[src/rtl/sport_regs.sv]
module sport_regs #(
  parameter int PW = 4
) (
  input  logic        clk,
  input  logic        rst_n,
  input  logic        bus_req,
  input  logic        bus_we,
  input  logic [3:0]  bus_word,
  input  logic [31:0] bus_wdata,
  output logic [31:0] bus_rdata,
  input  logic        rx_strobe,
  input  logic [7:0]  rx_byte,
  output logic        tx_strobe,
  output logic [7:0]  tx_byte,
  output logic        irq_o
);
  localparam int DEPTH = 1 << PW;
  localparam logic [PW:0] FULL_CNT = DEPTH[PW:0];
  localparam logic [3:0] W_TXCTL = 4'd0, W_TXDMA = 4'd1, W_RXCTL = 4'd2,
                         W_DOUT  = 4'd7, W_POP   = 4'd8, W_PEEK  = 4'd9,
                         W_MASK  = 4'd11, W_ACK  = 4'd12, W_RAW  = 4'd13,
                         W_MSKD  = 4'd14;

  logic [31:0] txctl_q, txdma_q, rxctl_q, dout_q, mask_q, ack_q;
  logic [1:0]  txf_q;
  logic        pend_q;
  logic [7:0]  mem [DEPTH];
  logic [PW-1:0] rd_q, wr_q;
  logic [PW:0] cnt_q;

  wire wr_en = bus_req & bus_we;
  wire rd_en = bus_req & ~bus_we;
  wire empty = (cnt_q == '0);
  wire full  = (cnt_q == FULL_CNT);
  wire pop   = rd_en & (bus_word == W_POP) & ~empty;
  wire push  = rx_strobe & rxctl_q[3] & ~full;
  wire ack_wr = wr_en & (bus_word == W_ACK);
  wire [31:0] ack_val = pend_q ? (bus_wdata & ~32'd1) : bus_wdata;

  wire [31:0] raw    = {28'd0, ~empty, 1'b0, txf_q};
  wire [31:0] masked = raw & mask_q;
  wire [7:0]  head   = empty ? 8'd0 : mem[rd_q];
  wire [31:0] status = {7'd0, 1'b1, 1'b0, 1'b1, 5'd0, ~empty, 8'd0, head};

  assign irq_o     = |masked;
  assign tx_strobe = wr_en & (bus_word == W_DOUT);
  assign tx_byte   = bus_wdata[7:0];

  always_comb begin
    bus_rdata = 32'd0;
    if (rd_en) begin
      case (bus_word)
        W_TXCTL: bus_rdata = txctl_q;
        W_TXDMA: bus_rdata = txdma_q;
        W_RXCTL: bus_rdata = rxctl_q;
        W_DOUT:  bus_rdata = dout_q;
        W_POP, W_PEEK: bus_rdata = status;
        W_MASK:  bus_rdata = mask_q;
        W_ACK:   bus_rdata = ack_q;
        W_RAW:   bus_rdata = raw;
        W_MSKD:  bus_rdata = masked;
        default: bus_rdata = 32'd0;
      endcase
    end
  end

  always_ff @(posedge clk or negedge rst_n) begin
    if (!rst_n) begin
      txctl_q <= 32'd0;
      txdma_q <= 32'd0;
      rxctl_q <= 32'h0001_0000;
      dout_q  <= 32'd0;
      mask_q  <= 32'd0;
      ack_q   <= 32'd0;
      txf_q   <= 2'b00;
      pend_q  <= 1'b0;
    end else if (wr_en) begin
      case (bus_word)
        W_TXCTL: txctl_q <= bus_wdata;
        W_TXDMA: txdma_q <= bus_wdata;
        W_RXCTL: rxctl_q <= bus_wdata;
        W_MASK:  mask_q  <= bus_wdata;
        W_DOUT: begin
          dout_q <= bus_wdata;
          txf_q  <= 2'b11;
          pend_q <= 1'b1;
        end
        W_ACK: begin
          ack_q  <= ack_val;
          txf_q  <= txf_q & ~ack_val[1:0];
          pend_q <= 1'b0;
        end
        default: ;
      endcase
    end
  end

  always_ff @(posedge clk) begin
    if (push) mem[wr_q] <= rx_byte;
  end

  always_ff @(posedge clk or negedge rst_n) begin
    if (!rst_n) begin
      rd_q  <= '0;
      wr_q  <= '0;
      cnt_q <= '0;
    end else begin
      if (push) wr_q <= wr_q + 1'b1;
      if (pop)  rd_q <= rd_q + 1'b1;
      case ({push, pop})
        2'b10:   cnt_q <= cnt_q + 1'b1;
        2'b01:   cnt_q <= cnt_q - 1'b1;
        default: cnt_q <= cnt_q;
      endcase
    end
  end


  cnt_bound_chk: assert property (@(posedge clk) disable iff (!rst_n)
    cnt_q <= FULL_CNT);

  rx_off_chk: assert property (@(posedge clk) disable iff (!rst_n)
    (rx_strobe && !rxctl_q[3] && !pop) |=> $stable(cnt_q));

  full_drop_chk: assert property (@(posedge clk) disable iff (!rst_n)
    (full && !pop) |=> full);

  pop_push_chk: assert property (@(posedge clk) disable iff (!rst_n)
    (pop && push) |=> $stable(cnt_q));

  peek_keep_chk: assert property (@(posedge clk) disable iff (!rst_n)
    (rd_en && bus_word == W_PEEK && !rx_strobe) |=> $stable(cnt_q));

  tx_flag_chk: assert property (@(posedge clk) disable iff (!rst_n)
    tx_strobe |=> (txf_q == 2'b11) && pend_q);

  ack_keep_chk: assert property (@(posedge clk) disable iff (!rst_n)
    (ack_wr && pend_q) |=> (txf_q[0] == $past(txf_q[0])) && !pend_q);

  irq_rx_chk: assert property (@(posedge clk) disable iff (!rst_n)
    (mask_q[3] && cnt_q != '0) |-> irq_o);
endmodule

[config.mk]
export PLATFORM = sky130hd
export DESIGN_NAME = sport_regs
export DESIGN_NICKNAME = d
export VERILOG_FILES = /design/src/rtl/sport_regs.sv
export SDC_FILE = /design/constraint.sdc
export NUM_CORES = 1
export LEC_CHECK = 0
export BUFFER_PORTS_ARGS = -buffer_cell sky130_fd_sc_hd__buf_2
export CAP_MARGIN = 0
export CORE_AREA = 5 5 162 164
export DETAILED_ROUTE_END_ITERATION = 10
export DIE_AREA = 0 0 167 169
export PLACE_DENSITY_LB_ADDON = 0.25
export SETUP_SLACK_MARGIN = 0.02
export SYNTH_ARGS = -nofsm -noshare
export SYNTH_HDL_FRONTEND = slang
export SYNTH_SLANG_ARGS = --single-unit
[constraint.sdc]
create_clock -name clk -period 7.75 [get_ports clk]
set_input_delay 0.775 -clock clk [delete_from_list [all_inputs] [get_ports clk]]
set_output_delay 0.775 -clock clk [all_outputs]
set_load 0.01 [all_outputs]
==> results.yml, run 1 <==
logic_synthesis:
  syn_area_um2: 14700
  yosys.area_share.simple: 0.06681
  synth_top_family_by_area: "multiplexers"
  synthXorXnorAreaFrac: 0.006553
  synth-edff-count: 128
  ys.flop_type: "dfrtp_1"
  async_reset_ff_frac: 0.6190
  post_synth_inst_count: 1013
  synth_cell_types: 59
  synthAdderAreaFrac: 0.009021
  yosysSeqAreaShare: 0.6156
  yosysWarningCount: 0
  synth_compound_area_frac: 0.07523
  syn_nets: 1072
  muxShareOfSynthArea: 0.1934
  syn_area_per_cell_um2: 14.51
  ys_ff_latch: 336
timing:
  slew_violations: 0
  setup_viol: 0
  worst_pin_slew_ps: 1161
  max_freq_ghz: 0.2295
  hold_viol: 0
  finalCriticalPeriod_ps: 4357
  rsz0062_at_grt: "no"
  layout_setup_ws_ps: 3393
  slew_headroom: 0.2257
  hold_ws_ps: 450.1
  fin_crit_sh: 0.5622
  fin_worst_skew_ps: 16.39
  setup_tns_ps: 0
setup_path:
  path_common_cell: "buf_2"
  cp_top_family: "simple AND/OR/NAND/NOR gates"
  crit_chain: "buf_2, buf_4, and3b_1, and2_1, and3_4, buf_2"
  crit_path_top_delay_cell: "and2_1"
  worst-path-buf-inv: 3
  startpoint_type: "primary input"
  cp_slowest_stage_delay_ps: 930
  critPathKind: "primary input to output pin"
  r2r_setup_slack_ps: 4850
  reg2reg_depth: 11
  worstSetupEndpointType: "output pin"
  cp.depth: 6
  worstPathMaxFanout: 43
  cp_data_required_time_ps: 6970
  critPathArrivalTime_ps: 3580
cells_and_area:
  ff_latch_area_um2: 9051
  fill_cells: 1763
  final_cells: 1431
  drive_gt1_frac: 0.3406
  fin_area_um2: 16410
  fin_nets: 1133
  multi_input_comb_area_um2: 5171
  layout_common_cells: "dfrtp_1, mux2_2, edfxtp_1"
  final_util: 0.6631
  n_antenna_cell: 0
  final_common_cell: "dfrtp_1"
  area_growth_syn_to_layout_pct: 11.62
floorplanning:
  io-pin-count: 91
  fp.dieW_um: 167
  core_region_area_um2: 24750
  start_util: 0.5941
  die_h_um: 169
  num_rows: 58
  die_area_um2: 28220
min_path:
  hold_class: "primary input to asynchronous set/reset pin"
placed_design:
  port_buffers: 90
  post-place-cells: 1366
  hpwl_mm: 20.91
  dpl-instance-area_um2: 15220
  pre_cts_slack_ps: 3424
  place_congestion: 0.8042
clock_network:
  clockBufferDepth: 3
  cts_inserted_buffers: 36
  cts_root_buf: "clkbuf_16"
  cts_sinks: 336
  cts_setup_buffers: 0
  h-tree-depth: 2
  insertion_delay_ps: 520
  cts-resized-gates: 0
  hold_buffers: 0
  path_clk_slew_ps: 60
  cts_tree: "done"
grt:
  grt_pass1_vias: 9180
  grt-ovfl-total: 0
  grt_pass1_wl_mm: 53.23
  grt_start_max_net_pins: 136
  grt_usage: 0.2396
  antenna_found_initial: 1
routing:
  routedWlPerCell_um: 23.54
  drc_errors: 0
  firstDrtPassIters: 6
  drt_iter0_drc: 1037
  drt_wl_total_mm: 33.68
  ant_nets: 0
  via_per_inst: 6.226
  via_count: 8910
power:
  vdd_drop_max_v: 0.0002305
  p_leak_nw: 6.677
  finalPower_mw: 4.707
  p_per_area_nw_per_um2: 286.9
outcome:
  run_status: "finished, final reports clean"
flow_run:
  drv_cap: 0
## cell families (layout without fill, tap and decap cells)
family,Yosys count,in the layout
buffers and inverters,88,176
adder cells (fa/ha/maj),10,10
XOR/XNOR,11,11
AO/OA/AOI/OAI,155,155
multiplexers,222,222
flip-flops,336,336
AND/OR/NAND/NOR,191,191
## path summary, 6_finish.rpt
kind,startpoint,end
setup / recovery,bus_word[1],tx_strobe
hold / removal,rst_n,txctl_q[9]$_DFFE_PN0P_
setup reg to reg,cnt_q[1]$_DFFE_PN0P_,cnt_q[4]$_DFFE_PN0P_
hold reg to reg,ack_q[14]$_DFFE_PN0P_,ack_q[14]$_DFFE_PN0P_
max in group asynchronous,rst_n,txdma_q[30]$_DFFE_PN0P_
min in group clk,ack_q[14]$_DFFE_PN0P_,ack_q[14]$_DFFE_PN0P_
## cell usage after synthesis, drive strengths merged, types with 13 or more instances
cell    count  share of area
a222oi     20          0.014
edfxtp    128           0.26
dfrtp     207           0.35
mux4       32          0.049
and2       21         0.0089
mux2i      13         0.0089
nand2      82          0.021
mux2      177           0.14
a22oi      37          0.019
a21oi      35          0.012
nand3      19         0.0065
o21ai      17         0.0058
buf        51          0.024
clkbuf     28         0.0071
nor2       13         0.0035
## layout make-up
class,count,area share
clock buffer,46,0.06100
clock inverter,19,0.01159
inverter,9,0.002059
multi-input combinational,589,0.3151
sequential,336,0.5516
tap,330,0.02516
timing repair buffer,102,0.03347
## routing by layer
layer,part of all wire,vias up,track usage
li1,-,3936,-
met1,0.42,4563,0.3362
met2,0.49,346,0.3942
met3,0.065,63,0.03737
met4,0.027,2,0.07044
met5,0.00039,-,0
## sequential cells by signal, indices dropped and copies added, names as in the netlist
register,cells
mem,128
txf_q,2
ack_q,32
rxctl_q,32
cnt_q,5
rd_q,4
dout_q,32
pend_q,1
wr_q,4
txdma_q,32
txctl_q,32
mask_q,32
## power by group
part | switching, mW | internal (mW) | total [mW]
clock network | 0.691 | 1.02 | 1.71
registers | 0.160 | 2.09 | 2.25
logic | 0.367 | 0.375 | 0.742
Note: power is estimated with default switching activity, not from simulation.
==> inputs of run 2 (changes only) <==
CORE_AREA = 5 5 170 172   (was 5 5 162 164)
DIE_AREA = 0 0 175 177   (was 0 0 167 169)
clock period = 3.88 ns   (was 7.75 ns; I/O delays follow)
==> results.yml, run 2 (same netlist as run 1, synthesis figures left out) <==
grt:
  grt_pass1_wl_mm: 53.76
  grt_usage: 0.2234
  grt_pass1_vias: 9187
  antenna_found_initial: 2
  grt_start_max_net_pins: 111
  grt-ovfl-total: 0
setup_path:
  critPathArrivalTime_ps: 2870
  critPathKind: "flip-flop to output pin"
  worstSetupEndpointType: "output pin"
  reg2reg_depth: 10
  startpoint_type: "flip-flop"
  cp_data_required_time_ps: 3490
  worstPathMaxFanout: 19
clock_network:
  cts-resized-gates: 0
  h-tree-depth: 2
  cts_root_buf: "clkbuf_16"
  hold_buffers: 0
  clockBufferDepth: 3
  cts_inserted_buffers: 36
  cts_sinks: 336
  cts_tree: "done"
  cts_setup_buffers: 0
  insertion_delay_ps: 510
  path_clk_slew_ps: 60
routing:
  drt_iter0_drc: 910
  via_count: 8914
  via_per_inst: 6.076
  routedWlPerCell_um: 23.52
  drc_errors: 0
  ant_nets: 0
  firstDrtPassIters: 5
  drt_wl_total_mm: 34.50
cells_and_area:
  final_util: 0.6052
  final_common_cell: "dfrtp_1"
  fin_area_um2: 16540
  fin_nets: 1154
  drive_gt1_frac: 0.3438
  regMostFlops: "mem"
  largest_reg_flops: 128
  area_growth_syn_to_layout_pct: 12.48
  layout_common_cells: "dfrtp_1, mux2_2, edfxtp_1"
placed_design:
  hpwl_mm: 22.20
  dpl-instance-area_um2: 15470
  place_congestion: 0.8407
  port_buffers: 90
timing:
  setup_tns_ps: 0
  fin_crit_sh: 0.8398
  rsz0062_at_grt: "no"
  setup_viol: 0
  slew_headroom: 0.3947
  hold_viol: 11
  max_freq_ghz: 0.3069
  worst_pin_slew_ps: 908.0
  finalCriticalPeriod_ps: 3258
  slew_violations: 0
  fin_worst_skew_ps: 17.60
  hold_ws_ps: -31.92
floorplanning:
  die_area_um2: 30980
  die_h_um: 177
  io-pin-count: 91
  start_util: 0.5381
  num_rows: 61
  fp.dieW_um: 175
  core_region_area_um2: 27320
power:
  p_per_area_nw_per_um2: 550.7
  vdd_drop_max_v: 0.0004607
  p_leak_nw: 6.739
outcome:
  violations: "negative hold slack"
  run_status: "finished, violations left"
min_path:
  hold_class: "primary input to asynchronous set/reset pin"
flow_run:
  drv_cap: 0
run 2: cell count changes in the layout (fill, tap and decap cells not counted), moves of 2 or more:
cell,delta
clkinv_2,-3
clkinvlp_2,-2
clkinv_1,+3
buf_4,+15
buf_12,+6
bufinv_16,-3
clkbuf_1,+6
run 2: stage by stage:
step	std cells	setup WS (ps)	hold WS, ps	total power, mW
after floorplan	1013	1017	92.41	5.557
after global placement	1403	643.3	454.4	5.991
after detailed placement	1403	541.0	466.0	6.048
after CTS	1466	531.3	27.83	9.184
after global routing	1467	374.0	58.03	9.516
final	1467	621.7	-31.92	9.107
run 2: area by class of cell:
type | count | area [um2]
timing repair buffer | 123 | 782.0
multi-input combinational | 589 | 5171
fill | 2096 | 10790
inverter | 9 | 33.78
clock buffer | 52 | 1012
tap | 346 | 432.9
clock inverter | 11 | 50.05
sequential | 336 | 9051
antenna | 1 | 2.502
run 2: worst max-delay path, stage by stage (launching register included):
cell and delay [ps]:
dfrtp_2 730, buf_4 450, mux4_2 570, nand3_1 110
nand3_1 110, o2bb2ai_1 200, buf_2 190
run 2: worst paths after layout:
check | slack (ps) | startpoint | end
worst max-delay path | 620 | rd_q[0]$_DFFE_PN0P_ | bus_rdata[1]
worst min-delay path | -30 | rst_n | txctl_q[7]$_DFFE_PN0P_
worst max register to register | 970 | cnt_q[0]$_DFFE_PN0P_ | cnt_q[4]$_DFFE_PN0P_
worst min register to register | 480 | pend_q$_DFFE_PN0P_ | pend_q$_DFFE_PN0P_
max in group asynchronous | 2860 | rst_n | dout_q[26]$_DFFE_PN0P_
min in group clk | 150 | bus_wdata[25] | ack_q[25]$_DFFE_PN0P_
run 2: power by group:
group	total [mW]	internal (mW)	switching (mW)
Combinational	1.46	0.761	0.697
Sequential	4.52	4.18	0.336
Clock	3.13	1.81	1.32
run 2: metal layers:
layer / vias up / share of wire / track usage
li1: 3979 / - / -
met2: 265 / 0.50 / 0.3795
met1: 4611 / 0.42 / 0.3005
met5: - / 0.00038 / 0
met4: 2 / 0.022 / 0.06187
met3: 57 / 0.054 / 0.03995
